File: config.mk
export PLATFORM = sky130hd
export DESIGN_NAME = msi_snoop_ctrl
export DESIGN_NICKNAME = d
export VERILOG_FILES = /design/src/rtl/msi_pkg.sv /design/src/rtl/msi_line_store.sv /design/src/rtl/msi_victim_buf.sv /design/src/rtl/msi_snoop_ctrl.sv
export SDC_FILE = /design/constraint.sdc
export NUM_CORES = 1
export LEC_CHECK = 0
export ABC_AREA = 1
export BUFFER_PORTS_ARGS = -buffer_cell sky130_fd_sc_hd__buf_2
export CORE_MARGIN = 10
export CORE_UTILIZATION = 52
export CTS_BUF_LIST = sky130_fd_sc_hd__clkbuf_16
export DETAILED_ROUTE_END_ITERATION = 16
export PLACE_DENSITY = 0.77
export SLEW_MARGIN = 20
export SYNTH_ARGS = -nofsm -noshare
export SYNTH_HDL_FRONTEND = slang
export SYNTH_SLANG_ARGS = --single-unit
File: constraint.sdc
create_clock -name clk -period 2.4 [get_ports clk]
set_input_delay 0.24 -clock clk [delete_from_list [all_inputs] [get_ports clk]]
set_output_delay 0.24 -clock clk [all_outputs]
set_load 0.05 [all_outputs]
File: src/rtl/msi_pkg.sv
// Shared encodings for the MSI snooping controller.
// Assumes: bus and snoop commands use the same two-bit code.
package msi_pkg;
    typedef enum logic [1:0] {
        LN_INV = 2'd0,
        LN_SHR = 2'd1,
        LN_EXC = 2'd2
    } line_st_t;

    typedef enum logic [1:0] {
        BC_NONE   = 2'd0,
        BC_RDMISS = 2'd1,
        BC_WRMISS = 2'd2,
        BC_WBACK  = 2'd3
    } bus_cmd_t;

    typedef enum logic [1:0] {
        CT_IDLE  = 2'd0,
        CT_MISS  = 2'd1,
        CT_WBACK = 2'd2
    } ctl_st_t;
endpackage

File: src/rtl/msi_line_store.sv
// Direct-mapped line storage: state, tag and data per line.
// Two combinational read ports (processor side, snoop side), one full-line
// write port and one state-only port for snoop updates.
// Assumes: when both ports hit one line in a cycle, the snoop state wins.
module msi_line_store
    import msi_pkg::*;
#(
    parameter int IDX_W = 2,
    parameter int TAG_W = 6,
    parameter int DW    = 16
) (
    input  logic             clk,
    input  logic             rst_n,
    input  logic [IDX_W-1:0] a_idx,
    output line_st_t         a_st,
    output logic [TAG_W-1:0] a_tag,
    output logic [DW-1:0]    a_data,
    input  logic [IDX_W-1:0] b_idx,
    output line_st_t         b_st,
    output logic [TAG_W-1:0] b_tag,
    output logic [DW-1:0]    b_data,
    input  logic             wr_en,
    input  logic [IDX_W-1:0] wr_idx,
    input  line_st_t         wr_st,
    input  logic [TAG_W-1:0] wr_tag,
    input  logic [DW-1:0]    wr_data,
    input  logic             sn_en,
    input  logic [IDX_W-1:0] sn_idx,
    input  line_st_t         sn_st
);
    localparam int LINES = 1 << IDX_W;

    line_st_t         st_q   [LINES];
    logic [TAG_W-1:0] tag_q  [LINES];
    logic [DW-1:0]    data_q [LINES];

    for (genvar g = 0; g < LINES; g++) begin : g_line
        // One line: full writes from the processor side, state overrides from snoops.
        always_ff @(posedge clk) begin
            if (!rst_n) begin
                st_q[g]   <= LN_INV;
                tag_q[g]  <= '0;
                data_q[g] <= '0;
            end else begin
                if (wr_en && wr_idx == IDX_W'(g)) begin
                    st_q[g]   <= wr_st;
                    tag_q[g]  <= wr_tag;
                    data_q[g] <= wr_data;
                end
                if (sn_en && sn_idx == IDX_W'(g)) begin
                    st_q[g] <= sn_st;
                end
            end
        end
    end

    // Read ports.
    always_comb begin
        a_st   = st_q[a_idx];
        a_tag  = tag_q[a_idx];
        a_data = data_q[a_idx];
        b_st   = st_q[b_idx];
        b_tag  = tag_q[b_idx];
        b_data = data_q[b_idx];
    end
endmodule

File: src/rtl/msi_victim_buf.sv
// One-entry buffer for a dirty victim that waits for its write-back.
// Matches snooped addresses so the buffered copy can still be supplied.
// Assumes: the controller never loads it while it is full.
module msi_victim_buf #(
    parameter int AW = 8,
    parameter int DW = 16
) (
    input  logic          clk,
    input  logic          rst_n,
    input  logic          load,
    input  logic [AW-1:0] load_addr,
    input  logic [DW-1:0] load_data,
    input  logic          clear,
    input  logic [AW-1:0] cmp_addr,
    output logic          full,
    output logic          match,
    output logic [AW-1:0] vb_addr,
    output logic [DW-1:0] vb_data
);
    // Entry register: load takes priority over clear.
    always_ff @(posedge clk) begin
        if (!rst_n) begin
            full    <= 1'b0;
            vb_addr <= '0;
            vb_data <= '0;
        end else if (load) begin
            full    <= 1'b1;
            vb_addr <= load_addr;
            vb_data <= load_data;
        end else if (clear) begin
            full <= 1'b0;
        end
    end

    // Address compare for snoops.
    assign match = full && (vb_addr == cmp_addr);

    a_r8_no_overwrite: assert property (@(posedge clk) disable iff (!rst_n)
        load |-> !full)
        else $error("victim buffer loaded while full");
endmodule

File: src/rtl/msi_snoop_ctrl.sv
// Per-node write-back MSI snooping cache controller (direct-mapped, one word
// per block). Processor hits finish locally. Misses request an atomic bus and
// complete in the granted cycle. A dirty victim is written back in a later
// grant. Snoops of other nodes' misses are answered in the same cycle.
// Assumes: the processor holds its request until cpu_done; snp_valid is never
// high in a cycle in which this node is granted; arbitration is external.
module msi_snoop_ctrl
    import msi_pkg::*;
#(
    parameter int AW    = 8,
    parameter int DW    = 16,
    parameter int IDX_W = 2
) (
    input  logic          clk,
    input  logic          rst_n,
    input  logic          cpu_req,
    input  logic          cpu_we,
    input  logic [AW-1:0] cpu_addr,
    input  logic [DW-1:0] cpu_wdata,
    output logic          cpu_done,
    output logic [DW-1:0] cpu_rdata,
    output logic          bus_req,
    input  logic          bus_gnt,
    output logic [1:0]    bus_cmd,
    output logic [AW-1:0] bus_addr,
    output logic [DW-1:0] bus_wdata,
    input  logic [DW-1:0] bus_rdata,
    input  logic          snp_valid,
    input  logic [1:0]    snp_cmd,
    input  logic [AW-1:0] snp_addr,
    output logic          snp_supply,
    output logic [DW-1:0] snp_data,
    output logic          mem_abort
);
    localparam int TAG_W = AW - IDX_W;

    ctl_st_t ctl_q, ctl_d;

    logic [IDX_W-1:0] c_idx, s_idx;
    logic [TAG_W-1:0] c_tagin, s_tagin, c_tag, s_tag;
    line_st_t         c_st, s_st;
    logic [DW-1:0]    c_data, s_data;

    logic             wr_en, sn_en;
    line_st_t         wr_st, sn_st;
    logic [TAG_W-1:0] wr_tag;
    logic [DW-1:0]    wr_data;

    logic             vb_load, vb_clear, vb_full, vb_match;
    logic [AW-1:0]    vb_addr;
    logic [DW-1:0]    vb_data;

    logic     present, hit, conflict, accept, granted, s_hit, s_dirty, s_miss;
    bus_cmd_t scmd, miss_cmd;

    assign c_idx   = cpu_addr[IDX_W-1:0];
    assign c_tagin = cpu_addr[AW-1:IDX_W];
    assign s_idx   = snp_addr[IDX_W-1:0];
    assign s_tagin = snp_addr[AW-1:IDX_W];
    assign scmd    = bus_cmd_t'(snp_cmd);

    msi_line_store #(.IDX_W(IDX_W), .TAG_W(TAG_W), .DW(DW)) u_store (
        .clk    (clk),
        .rst_n  (rst_n),
        .a_idx  (c_idx),
        .a_st   (c_st),
        .a_tag  (c_tag),
        .a_data (c_data),
        .b_idx  (s_idx),
        .b_st   (s_st),
        .b_tag  (s_tag),
        .b_data (s_data),
        .wr_en  (wr_en),
        .wr_idx (c_idx),
        .wr_st  (wr_st),
        .wr_tag (wr_tag),
        .wr_data(wr_data),
        .sn_en  (sn_en),
        .sn_idx (s_idx),
        .sn_st  (sn_st)
    );

    msi_victim_buf #(.AW(AW), .DW(DW)) u_vbuf (
        .clk      (clk),
        .rst_n    (rst_n),
        .load     (vb_load),
        .load_addr({c_tag, c_idx}),
        .load_data(c_data),
        .clear    (vb_clear),
        .cmp_addr (snp_addr),
        .full     (vb_full),
        .match    (vb_match),
        .vb_addr  (vb_addr),
        .vb_data  (vb_data)
    );

    // Snoop side: hit detection, supply of dirty data, state downgrade.
    always_comb begin
        s_miss     = snp_valid && (scmd == BC_RDMISS || scmd == BC_WRMISS);
        s_hit      = s_miss && (s_st != LN_INV) && (s_tag == s_tagin);
        s_dirty    = s_hit && (s_st == LN_EXC);
        snp_supply = s_dirty || (s_miss && vb_match);
        snp_data   = s_dirty ? s_data : vb_data;
        mem_abort  = snp_supply;
        sn_en      = s_hit && (scmd == BC_WRMISS || s_st == LN_EXC);
        sn_st      = (scmd == BC_WRMISS) ? LN_INV : LN_SHR;
        vb_clear   = (ctl_q == CT_WBACK && granted)
                     || (s_miss && vb_match && scmd == BC_WRMISS);
    end

    // Processor side: hit check, bus command, line writes, next control state.
    always_comb begin
        present   = (c_st != LN_INV) && (c_tag == c_tagin);
        hit       = present && (!cpu_we || c_st == LN_EXC);
        conflict  = snp_valid && (s_idx == c_idx);
        accept    = cpu_req && !conflict;
        miss_cmd  = cpu_we ? BC_WRMISS : BC_RDMISS;
        bus_req   = (ctl_q == CT_MISS) || (ctl_q == CT_WBACK && vb_full);
        granted   = bus_req && bus_gnt;
        bus_cmd   = BC_NONE;
        bus_addr  = '0;
        bus_wdata = '0;
        cpu_done  = 1'b0;
        cpu_rdata = c_data;
        wr_en     = 1'b0;
        wr_st     = LN_INV;
        wr_tag    = c_tagin;
        wr_data   = cpu_wdata;
        vb_load   = 1'b0;
        ctl_d     = ctl_q;
        unique case (ctl_q)
            CT_IDLE: begin
                if (accept && hit) begin
                    cpu_done = 1'b1;
                    if (cpu_we) begin
                        wr_en = 1'b1;
                        wr_st = LN_EXC;
                    end
                end else if (accept) begin
                    ctl_d = CT_MISS;
                    if (c_st == LN_EXC && c_tag != c_tagin) begin
                        vb_load = 1'b1;
                        wr_en   = 1'b1;
                        wr_st   = LN_INV;
                        wr_tag  = c_tag;
                        wr_data = c_data;
                    end
                end
            end
            CT_MISS: begin
                bus_cmd  = miss_cmd;
                bus_addr = cpu_addr;
                if (granted) begin
                    cpu_done  = 1'b1;
                    cpu_rdata = bus_rdata;
                    wr_en     = 1'b1;
                    wr_st     = cpu_we ? LN_EXC : LN_SHR;
                    wr_data   = cpu_we ? cpu_wdata : bus_rdata;
                    ctl_d     = vb_full ? CT_WBACK : CT_IDLE;
                end
            end
            CT_WBACK: begin
                if (vb_full) begin
                    bus_cmd   = BC_WBACK;
                    bus_addr  = vb_addr;
                    bus_wdata = vb_data;
                end
                if (granted || !vb_full) ctl_d = CT_IDLE;
            end
            default: ctl_d = CT_IDLE;
        endcase
    end

    // Control state register.
    always_ff @(posedge clk) begin
        if (!rst_n) ctl_q <= CT_IDLE;
        else        ctl_q <= ctl_d;
    end

    a_r10_hold_request: assert property (@(posedge clk) disable iff (!rst_n)
        (bus_req && !bus_gnt && !(snp_valid && snp_cmd == 2'd2))
        |=> (bus_req && $stable(bus_cmd) && $stable(bus_addr)))
        else $error("ungranted request changed");

    a_r8_wback_after_miss: assert property (@(posedge clk) disable iff (!rst_n)
        (bus_req && bus_cmd == 2'd3 && !$past(bus_req && bus_cmd == 2'd3))
        |-> $past(bus_req && bus_gnt && bus_cmd != 2'd3))
        else $error("write-back not preceded by granted miss");

    a_r5_hit_no_bus: assert property (@(posedge clk) disable iff (!rst_n)
        (cpu_done && !bus_gnt) |-> !bus_req)
        else $error("local completion with bus request pending");

    a_r6_supply_on_miss: assert property (@(posedge clk) disable iff (!rst_n)
        snp_supply |-> (snp_valid && (snp_cmd == 2'd1 || snp_cmd == 2'd2)))
        else $error("supply without snooped miss");
endmodule

==> results.sh, run 1 <==
export IMPL_worst_slack_ps=-321
export IMPL_crit_path_max_incr_delay_ps=410
export IMPL_finClkSkew_ps=18.9
export IMPL_standard_cell_row_count=43
export IMPL_r2r_start="u_store.tag_q[0][4]$_SDFFCE_PN0P_"
export IMPL_ir_drop_uv=534
export IMPL_dp_cells=1325
export IMPL_synth_avg_cell_area_sq_um=7.55
export IMPL_hold_end="u_store.data_q[3][15]$_SDFFCE_PP0P_"
export IMPL_cp_start_kind="flip-flop"
export IMPL_number_of_antenna_violations_at_the_first_check_in_global_routing=0
export IMPL_die_w_um=139
export IMPL_path_buf_inv=5
export IMPL_reg2reg_depth=17
export IMPL_max_slew_worst_pin_slew_ps=1310
export IMPL_timing_slew_headroom_pct=12.3
export IMPL_period_share_pct=113
export IMPL_critPathMostFrequentCell="nand2_1"
export IMPL_dieHeight_um=139
export IMPL_total_setup_violations_reported_at_the_end_of_the_flow=205
export IMPL_avgViaCountPerCell=6.06
export IMPL_antenna_violating_nets_post_route=0
export IMPL_run_status="finished, violations left"
export IMPL_cts_hold_buffers_added=0
export IMPL_synth_enable_flop_cells=96
export IMPL_top_level_ports=118
export IMPL_design_power_total_mw=7.89
export IMPL_yosys_warnings=0
export IMPL_drtPass1Iterations=9
export IMPL_worst_r2r_endpoint="u_store.data_q[2][12]$_SDFFCE_PN0P_"
export IMPL_yosys_top_cells_area="edfxtp_1 (39%), nand2_1 (17%), dfxtp_1 (7.3%), nor2_1 (6.6%), inv_1 (4.6%)"
export IMPL_drt_first_iter_violations=1440
export IMPL_detailed_route_wire_length_um=29800
export IMPL_grt_max_degree=24
export IMPL_hold_violations=0
export IMPL_sequential_area_sq_um=3420
export IMPL_netlist_top_cells_count="nand2_1 (331), nor2_1 (131), edfxtp_1 (96)"
export IMPL_routed_via_count=8423
export IMPL_hold_start="cpu_wdata[15]"
export IMPL_syn2layout_area_growth_pct=44.7
export IMPL_dp_hpwl_um=17200
export IMPL_number_of_global_route_vias_before_repair=7556
export IMPL_critPathArrivalTime_ps=2480
export IMPL_initial_utilization_pct=53.2
export IMPL_critical_path_cell_chain="nand2_1, nand2_1, nand2_1, nand2_1, buf_4, nand3_1, nor3_4, buf_6, buf_12, buf_12, o21ai_2, o21ai_2, buf_6"
export IMPL_yosysMostFrequentCell="nand2_1"
export IMPL_cp_max_fo=4
export IMPL_synth_top_area_share_pct=38.9
export IMPL_placeableCoreArea_sq_um=13900
export IMPL_cap_viol_max_count=0
export IMPL_syn_inst=982
export IMPL_slew_viol_final=0
export IMPL_grt_ovfl_total=0
export IMPL_postSynthNetCount=1042
export IMPL_synth_seq_area_share_pct=46.1
export IMPL_critical_path_top_delay_family="simple AND/OR/NAND/NOR gates"
export IMPL_fillers=854
export IMPL_dominantRegCellSynth="edfxtp_1"
export IMPL_utilization_pct=77.1
export IMPL_cts_htree_levels=4
export IMPL_final_cells=1390
export IMPL_worst_hold_check_path_type="in2reg"
export IMPL_gp_congestion=0.968
export IMPL_post_synth_top_area_cell="edfxtp_1"
export IMPL_cp_required_ps=2160
export IMPL_violations="setup timing"
export IMPL_worst_path_max_delay_cell="edfxtp_1"
export IMPL_cts_tree="yes"
export IMPL_reg2reg_setup_slack_ps=-210
export IMPL_clock_sink_count=123
export IMPL_finalWorstPathRequiredPeriod_ps=2720
export IMPL_netlist_cell_type_count=37
export IMPL_worst_hold_path_num_cells=3
export IMPL_wire_length_of_the_first_global_routing_pass_um=39600
export IMPL_synth_seq_cells=123
export IMPL_routed_wire_length_per_instance_um=21.5
export IMPL_type_of_the_worst_setup_path="reg2out"
export IMPL_global_route_total_usage_across_every_layer_pct=25.2
export IMPL_power_density_nw_per_um2=735
export IMPL_root_buffer="clkbuf_16"
export IMPL_diodes=0
export IMPL_io_buffers=117
export IMPL_worst_setup_path_end_kind="output port"
export IMPL_floorplan_die_area_sq_um=19400
export IMPL_design_final_nets=1257
export IMPL_ys_async_sr_fraction_pct=0
export IMPL_multi_input_area_sq_um=3940
export IMPL_clk_pin_slew_worst_paths_ps=60
export IMPL_clk_path_buf_depth=2
export IMPL_drc=0
export IMPL_rsz0062_at_grt="yes"
export IMPL_worst_skew_pair_late_latency_ps=450
export IMPL_syn_cell_area_sq_um=7420
export IMPL_static_leakage_power_nw=4.83
export IMPL_drive_above_1_share_pct=35.3
export IMPL_max_clock_freq_mhz=368
export IMPL_numCtsBuffers=17
-- worst max path at each step --
stage,startpoint,endpoint,slack (ps),cells after the start
after global routing,u_store.st_q[3][0]$_DFFE_PP_,snp_data[5],-370,14
after detailed placement,cpu_addr[0],u_store.data_q[0][13]$_SDFFCE_PN0P_,-140,15
after global placement,cpu_addr[0],u_store.data_q[0][13]$_SDFFCE_PN0P_,-90,15
after CTS,u_store.tag_q[0][5]$_SDFFCE_PN0P_,snp_data[2],-170,15
after floorplan,snp_addr[0],snp_data[12],-120,13
final,u_store.st_q[0][1]$_SDFFCE_PP0P_,snp_data[6],-320,13
-- flip-flops by register name (all words and copies together) (netlist names) --
| register | count |
|---|---|
| u_vbuf.full | 1 |
| u_vbuf.vb_data | 16 |
| u_store.st_q | 8 |
| u_vbuf.vb_addr | 8 |
| u_store.data_q | 64 |
| u_store.tag_q | 24 |
| ctl_q | 2 |
-- placed cells by master, fill, tap and decap left out, drive strengths merged, types with 4 or more instances in the layout --
cell,synthesis,layout
nand2,332,332
buf,31,236
nor2,132,132
inv,95,99
edfxtp,96,96
a21oi,52,52
o21ai,47,47
nand3,44,44
a22oi,29,29
o221ai,29,29
clkbuf,20,28
dfxtp,27,27
clkinv,6,10
nand4,8,8
nor3,7,7
clkinvlp,0,6
o2bb2ai,5,5
ha,4,4
-- stage by stage --
stage               TNS [ps]  hold slack, ps  setup slack, ps  area (sq um)
CTS                    -2260             146             -171          9780
global placement       -2360             453            -94.8          8900
finish                -24130             143             -321         10700
detailed placement     -5180             455             -140          8900
global route          -49410             161             -372         10700
floorplan              -1050             444             -116          7420
-- tightest hold or removal path: cells and delay by family --
kind,cells,cell delay [ps]
simple gates,1,60
buf+inv,1,90
compound gates,1,80
-- logic make-up (layout without fill, tap and decap cells) --
group | count (synthesis) | count (layout) | share of synthesized area (%)
xor+xnor | 4 | 4 | 0.472
simple gates | 527 | 527 | 29.0
mux | 1 | 1 | 0.135
flops | 123 | 123 | 46.1
buf+inv | 152 | 380 | 9.01
fa+ha+maj | 4 | 4 | 0.675
compound gates | 171 | 171 | 14.6
-- metal layers --
| metal | track usage, % | vias up | share of wire [%] |
|---|---|---|---|
| met4 | 8.62 | 0 | 4.5 |
| met2 | 39.6 | 720 | 45 |
| met5 | 0 | - | 0 |
| met3 | 7.11 | 158 | 14 |
| li1 | - | 3696 | - |
| met1 | 32.6 | 3849 | 37 |
-- final cells by class --
| class | count | area share [%] |
|---|---|---|
| clock buffers | 17 | 3.96 |
| clock inverters | 15 | 1.19 |
| inverters | 101 | 3.53 |
| multi-input cells | 707 | 36.7 |
| flip-flops and latches | 123 | 31.9 |
| well taps | 180 | 2.10 |
| repair buffers | 247 | 20.7 |
-- power breakdown --
group          internal, mW  switching (mW)  total, mW
clock network          1.42            1.05       2.47
logic                 0.980            1.90       2.88
registers              2.46          0.0892       2.55
total                  4.86            3.04       7.89
-- repair_timing --
item	in CTS	in global routing
hold endpoints to repair	0	0
pin swaps	8	15
cloned	0	10
setup endpoints to repair	33	220
gates resized for setup	90	170
setup buffers	8	16
Power figures use the tool's default switching activity.
==> inputs of run 2 (changes only) <==
--- a/config.mk
+++ b/config.mk
@@ -7,7 +7,6 @@
 export LEC_CHECK = 0
 export ABC_AREA = 1
 export BUFFER_PORTS_ARGS = -buffer_cell sky130_fd_sc_hd__buf_2
-export CORE_MARGIN = 10
 export CORE_UTILIZATION = 52
 export CTS_BUF_LIST = sky130_fd_sc_hd__clkbuf_16
 export DETAILED_ROUTE_END_ITERATION = 16
==> results.sh, run 2 (synthesized netlist as in run 1, its figures left out) <==
export IMPL_dp_cells=1337
export IMPL_dp_hpwl_um=16800
export IMPL_numCtsBuffers=17
export IMPL_root_buffer="clkbuf_16"
export IMPL_critPathArrivalTime_ps=2370
export IMPL_io_buffers=117
export IMPL_worst_path_max_delay_cell="edfxtp_1"
export IMPL_placed_cell_area_sq_um=8940
export IMPL_cts_htree_levels=4
export IMPL_finalWorstPathRequiredPeriod_ps=2610
export IMPL_leading_cell_type_in_the_layout_fill_and_taps_excluded="nand2_1"
export IMPL_cp_max_fo=14
export IMPL_grt_ovfl_total=0
export IMPL_cp_start_kind="flip-flop"
export IMPL_total_setup_violations_reported_at_the_end_of_the_flow=18
export IMPL_multi_input_area_sq_um=3570
export IMPL_detailed_route_wire_length_um=26400
export IMPL_crit_path_max_incr_delay_ps=420
export IMPL_largest_register="u_store.data_q"
export IMPL_final_cells=1381
export IMPL_routed_wire_length_per_instance_um=19.1
export IMPL_drt_first_iter_violations=994
export IMPL_routed_via_count=8090
export IMPL_largest_register_ff_count=64
export IMPL_top_regs="u_store.data_q: 64 flops, u_store.tag_q: 24 flops, u_vbuf.vb_data: 16 flops"
export IMPL_drc=0
export IMPL_max_slew_worst_pin_slew_ps=779
export IMPL_design_final_nets=1248
export IMPL_antenna_violating_nets_post_route=0
export IMPL_most_used_cells_in_the_layout_excluding_fill_and_tap_cells="nand2_1 (309), nor2_1 (124), buf_4 (100), edfxtp_1 (96), buf_2 (94)"
export IMPL_finClkSkew_ps=7.97
export IMPL_floorplan_die_area_sq_um=14700
export IMPL_sequential_area_sq_um=3420
export IMPL_cp_required_ps=2160
export IMPL_cap_viol_max_count=0
export IMPL_diodes=0
export IMPL_gp_congestion=1.01
export IMPL_timing_slew_headroom_pct=48.0
export IMPL_utilization_pct=73.0
export IMPL_ir_drop_uv=539
export IMPL_clk_path_buf_depth=2
export IMPL_worst_slack_ps=-210
export IMPL_syn2layout_area_growth_pct=36.7
export IMPL_clk_pin_slew_worst_paths_ps=60
export IMPL_clock_sink_count=123
export IMPL_grt_max_degree=29
export IMPL_initial_utilization_pct=53.4
export IMPL_top_level_ports=118
export IMPL_layout_cell_area_non_filler_sq_um=10100
export IMPL_standard_cell_row_count=43
export IMPL_die_w_um=121
export IMPL_worst_skew_pair_late_latency_ps=430
export IMPL_drtPass1Iterations=6
export IMPL_cts_tree="yes"
export IMPL_wire_length_of_the_first_global_routing_pass_um=37300
export IMPL_rsz0062_at_grt="yes"
export IMPL_type_of_the_worst_setup_path="reg2out"
export IMPL_slew_viol_final=0
export IMPL_worst_setup_path_end_kind="output port"
export IMPL_power_density_nw_per_um2=762
export IMPL_number_of_global_route_vias_before_repair=7192
export IMPL_hold_violations=0
export IMPL_critPathMostFrequentCell="nand2_1"
export IMPL_placeableCoreArea_sq_um=13900
export IMPL_static_leakage_power_nw=4.58
export IMPL_run_status="finished, violations left"
export IMPL_global_route_total_usage_across_every_layer_pct=34.0
export IMPL_dieHeight_um=121
export IMPL_worst_hold_check_path_type="in2reg"
export IMPL_max_clock_freq_mhz=383
export IMPL_avgViaCountPerCell=5.86
export IMPL_fillers=1012
export IMPL_drive_above_1_share_pct=27.8
export IMPL_number_of_antenna_violations_at_the_first_check_in_global_routing=0
export IMPL_period_share_pct=109
export IMPL_violations="setup timing"
export IMPL_critical_path_cell_chain="nand2_1, o21ai_1, nand2_1, nand3_1, nand2_1, nand3_2, nor3_4, buf_4, clkbuf_16, nand2_1, o21ai_0, buf_4"
==> run 2: worst paths after layout <==
path                                           from                            endpoint  slack [ps]  depth (start not counted)
setup / recovery  u_store.tag_q[1][2]$_SDFFCE_PP0P_                        snp_data[12]        -210                         12
hold / removal                         cpu_wdata[3]  u_store.data_q[2][3]$_SDFFCE_PN0P_         160                          3
setup reg to reg  u_store.tag_q[0][2]$_SDFFCE_PN0P_  u_store.data_q[1][0]$_SDFFCE_PP0P_          60                         15
hold reg to reg      u_vbuf.vb_data[9]$_SDFFE_PN0P_      u_vbuf.vb_data[9]$_SDFFE_PN0P_         470                          2
==> run 2: where the power goes <==
part           total [mW]  internal [mW]  switching (mW)
clock                2.66           1.65            1.01
sequential           2.54           2.46          0.0836
combinational        2.52          0.841            1.68
==> run 2: layout make-up <==
class | count | area share [%]
clock buffers | 17 | 4.20
clock inverters | 15 | 1.84
inverters | 101 | 3.74
multi-input cells | 707 | 35.2
flip-flops and latches | 123 | 33.8
well taps | 180 | 2.22
repair buffers | 238 | 19.0
==> run 2: worst max-delay path, delay by kind of cell, from the launching register on <==
| kind | cells | cell delay [ps] |
|---|---|---|
| AO/OA/AOI/OAI | 2 | 160 |
| buffers and inverters | 3 | 580 |
| flip-flops | 1 | 420 |
| AND/OR/NAND/NOR | 7 | 770 |
==> run 2: what timing repair did <==
action                                 4_1_cts  5_1_grt
setup endpoints to repair                   32      215
hold buffers                                 0        0
buffers inserted                             0        6
gates resized for setup                     34       86
endpoints found under the hold margin        0        0
cloned                                       0        6
pin swaps                                    0        9
==> run 2: per-layer routing <==
layer | part of all wire (%) | vias up | track usage [%]
met3 | 11 | 115 | 7.05
li1 | - | 3705 | -
met2 | 46 | 592 | 53.3
met4 | 4.0 | 0 | 16.0
met1 | 38 | 3678 | 45.0
met5 | 0 | - | 0
==> run 2: through the flow <==
| step | setup slack, ps | power (mW) | setup TNS [ps] | hold WS (ps) |
|---|---|---|---|---|
| 6_report | -210 | 7.72 | -2990 | 156 |
| 5_1_grt | -289 | 7.96 | -10150 | 176 |
| 4_1_cts | -46.7 | 7.49 | -436 | 177 |
| 3_5_place_dp | -43.4 | 4.82 | -614 | 458 |
| 3_3_place_gp | -30.0 | 4.81 | -117 | 453 |
| 2_1_floorplan | -116 | 3.96 | -1050 | 444 |
==> inputs of run 3 (changes only) <==
--- a/config.mk
+++ b/config.mk
@@ -7,11 +7,12 @@
 export LEC_CHECK = 0
 export ABC_AREA = 1
 export BUFFER_PORTS_ARGS = -buffer_cell sky130_fd_sc_hd__buf_2
-export CORE_UTILIZATION = 52
+export CORE_UTILIZATION = 53
 export CTS_BUF_LIST = sky130_fd_sc_hd__clkbuf_16
 export DETAILED_ROUTE_END_ITERATION = 16
 export PLACE_DENSITY = 0.77
 export SLEW_MARGIN = 20
 export SYNTH_ARGS = -nofsm -noshare
 export SYNTH_HDL_FRONTEND = slang
+export SYNTH_HIERARCHICAL = 1
 export SYNTH_SLANG_ARGS = --single-unit
==> results.sh, run 3 <==
export IMPL_run_status="finished, violations left"
export IMPL_syn_cell_area_sq_um=8710
export IMPL_max_slew_worst_pin_slew_ps=550
export IMPL_wire_length_of_the_first_global_routing_pass_um=42400
export IMPL_worst_hold_path_num_cells=4
export IMPL_cp_max_fo=5
export IMPL_static_leakage_power_nw=5.51
export IMPL_hold_end="ctl_q[0]$_SDFFE_PN0P_"
export IMPL_period_share_pct=111
export IMPL_worst_setup_path_end_kind="output port"
export IMPL_io_buffers=117
export IMPL_design_power_total_mw=8.35
export IMPL_clock_sink_count=123
export IMPL_drc=0
export IMPL_drive_above_1_share_pct=30.2
export IMPL_synth_seq_cells=123
export IMPL_final_cells=1699
export IMPL_reg2reg_setup_slack_ps=-160
export IMPL_detailed_route_wire_length_um=30600
export IMPL_most_used_cells_in_the_layout_excluding_fill_and_tap_cells="nand2_1 (360), inv_1 (157), nor2_1 (131), o21ai_0 (104), buf_2 (98)"
export IMPL_power_switching_fraction_pct=41.4
export IMPL_rsz0062_at_grt="yes"
export IMPL_critPathArrivalTime_ps=2430
export IMPL_syn_inst=1294
export IMPL_netlist_cell_type_count=42
export IMPL_sequential_area_sq_um=3420
export IMPL_combPwrFrac_pct=39.4
export IMPL_root_buffer="clkbuf_16"
export IMPL_violations="setup timing"
export IMPL_netlist_top_cells_count="nand2_1 (414), inv_1 (187), nor2_1 (178)"
export IMPL_hold_slack_ps=254
export IMPL_routed_top_layer="met4"
export IMPL_leading_cell_type_in_the_layout_fill_and_taps_excluded="nand2_1"
export IMPL_utilization_pct=73.1
export IMPL_yosysMostFrequentCell="nand2_1"
export IMPL_placed_cell_area_sq_um=9830
export IMPL_worst_r2r_endpoint="u_store/st_q[1][1]$_DFFE_PP_"
export IMPL_type_of_the_worst_setup_path="reg2out"
export IMPL_number_of_global_route_vias_before_repair=8290
export IMPL_global_route_total_usage_across_every_layer_pct=33.5
export IMPL_numCtsBuffers=17
export IMPL_drt_first_iter_violations=1300
export IMPL_gp_congestion=0.939
export IMPL_synth_top_area_share_pct=33.1
export IMPL_finClkSkew_ps=8.10
export IMPL_avgViaCountPerCell=5.61
export IMPL_cts_htree_levels=4
export IMPL_hold_start="bus_gnt"
export IMPL_number_of_antenna_violations_at_the_first_check_in_global_routing=0
export IMPL_cap_viol_max_count=0
export IMPL_clk_path_buf_depth=2
export IMPL_routed_wire_length_per_instance_um=18.0
export IMPL_max_clock_freq_mhz=374
export IMPL_synth_avg_cell_area_sq_um=6.73
export IMPL_dominantRegCellSynth="edfxtp_1"
export IMPL_cp_start_kind="flip-flop"
export IMPL_yosys_warnings=6
export IMPL_standard_cell_row_count=46
export IMPL_reg2reg_depth=13
export IMPL_ir_drop_uv=523
export IMPL_yosys_top_cells_area="edfxtp_1 (33%), nand2_1 (18%), inv_1 (8.1%), nor2_1 (7.7%), o21ai_0 (6.8%)"
export IMPL_largest_register_ff_count=64
export IMPL_top_regs="u_store/data_q: 64 flops, u_store/tag_q: 24 flops, u_vbuf/vb_data: 16 flops"
export IMPL_power_density_nw_per_um2=717
export IMPL_worst_hold_check_path_type="in2reg"
export IMPL_placeableCoreArea_sq_um=15900
export IMPL_timing_slew_headroom_pct=63.4
export IMPL_layout_cell_area_non_filler_sq_um=11700
export IMPL_top_level_ports=118
export IMPL_initial_utilization_pct=54.6
export IMPL_hold_violations=0
export IMPL_cp_required_ps=2160
export IMPL_dp_cells=1632
export IMPL_total_setup_violations_reported_at_the_end_of_the_flow=132
export IMPL_wl_met1_um=11000
export IMPL_antenna_violating_nets_post_route=0
export IMPL_slew_viol_final=0
export IMPL_routed_via_count=9529
export IMPL_worst_skew_pair_late_latency_ps=430
export IMPL_place_ws_ps=-286
export IMPL_clk_pin_slew_worst_paths_ps=60
export IMPL_dp_hpwl_um=19500
export IMPL_met3_length_um=2810
export IMPL_power_report_internal_total_mw=4.89
export IMPL_multi_input_area_sq_um=4620
export IMPL_diodes=0
export IMPL_met2WireLength_um=14600
export IMPL_dieHeight_um=130
export IMPL_die_w_um=130
export IMPL_syn2layout_area_growth_pct=33.8
export IMPL_worst_slack_ps=-274
export IMPL_fillers=1162
export IMPL_synth_enable_flop_cells=96
export IMPL_synth_seq_area_share_pct=39.3
export IMPL_finalWorstPathRequiredPeriod_ps=2670
export IMPL_cts_hold_buffers_added=0
export IMPL_floorplan_die_area_sq_um=16900
export IMPL_tns_ps=-12680
export IMPL_grt_ovfl_total=0
export IMPL_drtPass1Iterations=7
export IMPL_largest_register="u_store/data_q"
export IMPL_cts_tree="yes"
export IMPL_r2r_start="u_store/st_q[2][1]$_SDFFCE_PN0P_"
export IMPL_design_final_nets=1530
export IMPL_post_synth_top_area_cell="edfxtp_1"
export IMPL_seq_power_share_pct=30.8
export IMPL_switching_power_mw=3.46
export IMPL_clock_power_share_pct=29.7
export IMPL_ys_async_sr_fraction_pct=0
export IMPL_grt_max_degree=69
==> run 3: cell types whose count changed in the layout (fill, tap and decap cells not counted), sizes merged, moves of 19 or more <==
cell	change
nor2	+58
a22oi	-29
nand2	+97
o221ai	-29
inv	+99
buf	-19
o21ai	+101
==> run 3: power by group through the flow <==
stage / sequential [mW] / combinational, mW / clock (mW)
after floorplan: 2.58 / 1.89 / 0
after global placement: 2.60 / 2.66 / 0
after detailed placement: 2.60 / 2.68 / 0
after CTS: 2.56 / 2.81 / 2.48
after global routing: 2.59 / 3.49 / 2.58
final: 2.58 / 3.29 / 2.48
==> run 3: worst max-delay path by stage <==
stage,slack [ps],from,end,depth (start not counted)
after CTS,-90,u_store/tag_q[1][3]$_SDFFCE_PP0P_,snp_data[8],13
after global placement,-170,cpu_addr[0],u_store/data_q[2][5]$_SDFFCE_PN0P_,19
after detailed placement,-290,cpu_addr[0],u_store/data_q[2][0]$_SDFFCE_PN0P_,19
final,-270,u_store/st_q[2][1]$_SDFFCE_PN0P_,snp_data[8],13
after floorplan,10,cpu_addr[0],u_store/st_q[1][0]$_DFFE_PP_,16
after global routing,-400,u_store/st_q[2][1]$_SDFFCE_PN0P_,snp_data[14],13
==> run 3: worst max-delay path, stage by stage (launching register included) <==
cell and delay (ps):
edfxtp_1 340, inv_1 70, o21ai_0 200, nand2_1 110, nand2_1 110, nor2_1 50
nor2_1 130, nand4_2 140, nor2_4 250, nand2_4 120, buf_6 150, nand2_2 60
nand2_2 100, buf_8 170
==> run 3: cell families (layout without fill, tap and decap cells) <==
group	Yosys count	after routing	share of synthesized area (%)
adder cells (fa/ha/maj)	4	4	0.575
AO/OA/AOI/OAI	204	204	12.4
flip-flops	123	123	39.3
other	1	4	0.0431
buffers and inverters	264	450	14.3
AND/OR/NAND/NOR	692	692	32.8
XOR/XNOR	6	6	0.604
==> run 3: layout make-up <==
| class | count | area share [%] |
|---|---|---|
| tap | 216 | 2.32 |
| sequential | 123 | 29.4 |
| multi-input combinational | 910 | 39.6 |
| timing repair buffer | 217 | 16.3 |
| clock inverter | 15 | 1.20 |
| timing repair inverter | 5 | 0.591 |
| clock buffer | 17 | 3.65 |
| inverter | 196 | 6.92 |
==> run 3: layer usage <==
| layer | track usage (%) | vias up |
|---|---|---|
| li1 | - | 4425 |
| met1 | 38.7 | 4325 |
| met2 | 57.8 | 630 |
| met3 | 5.49 | 149 |
| met4 | 21.8 | 0 |
| met5 | 0 | - |
==> run 3: timing repair <==
action | 4_1_cts | 5_1_grt
pin swaps | 13 | 22
setup endpoints to repair | 110 | 229
gates resized for setup | 112 | 186
buffers inserted | 14 | 13
cloned | 2 | 10
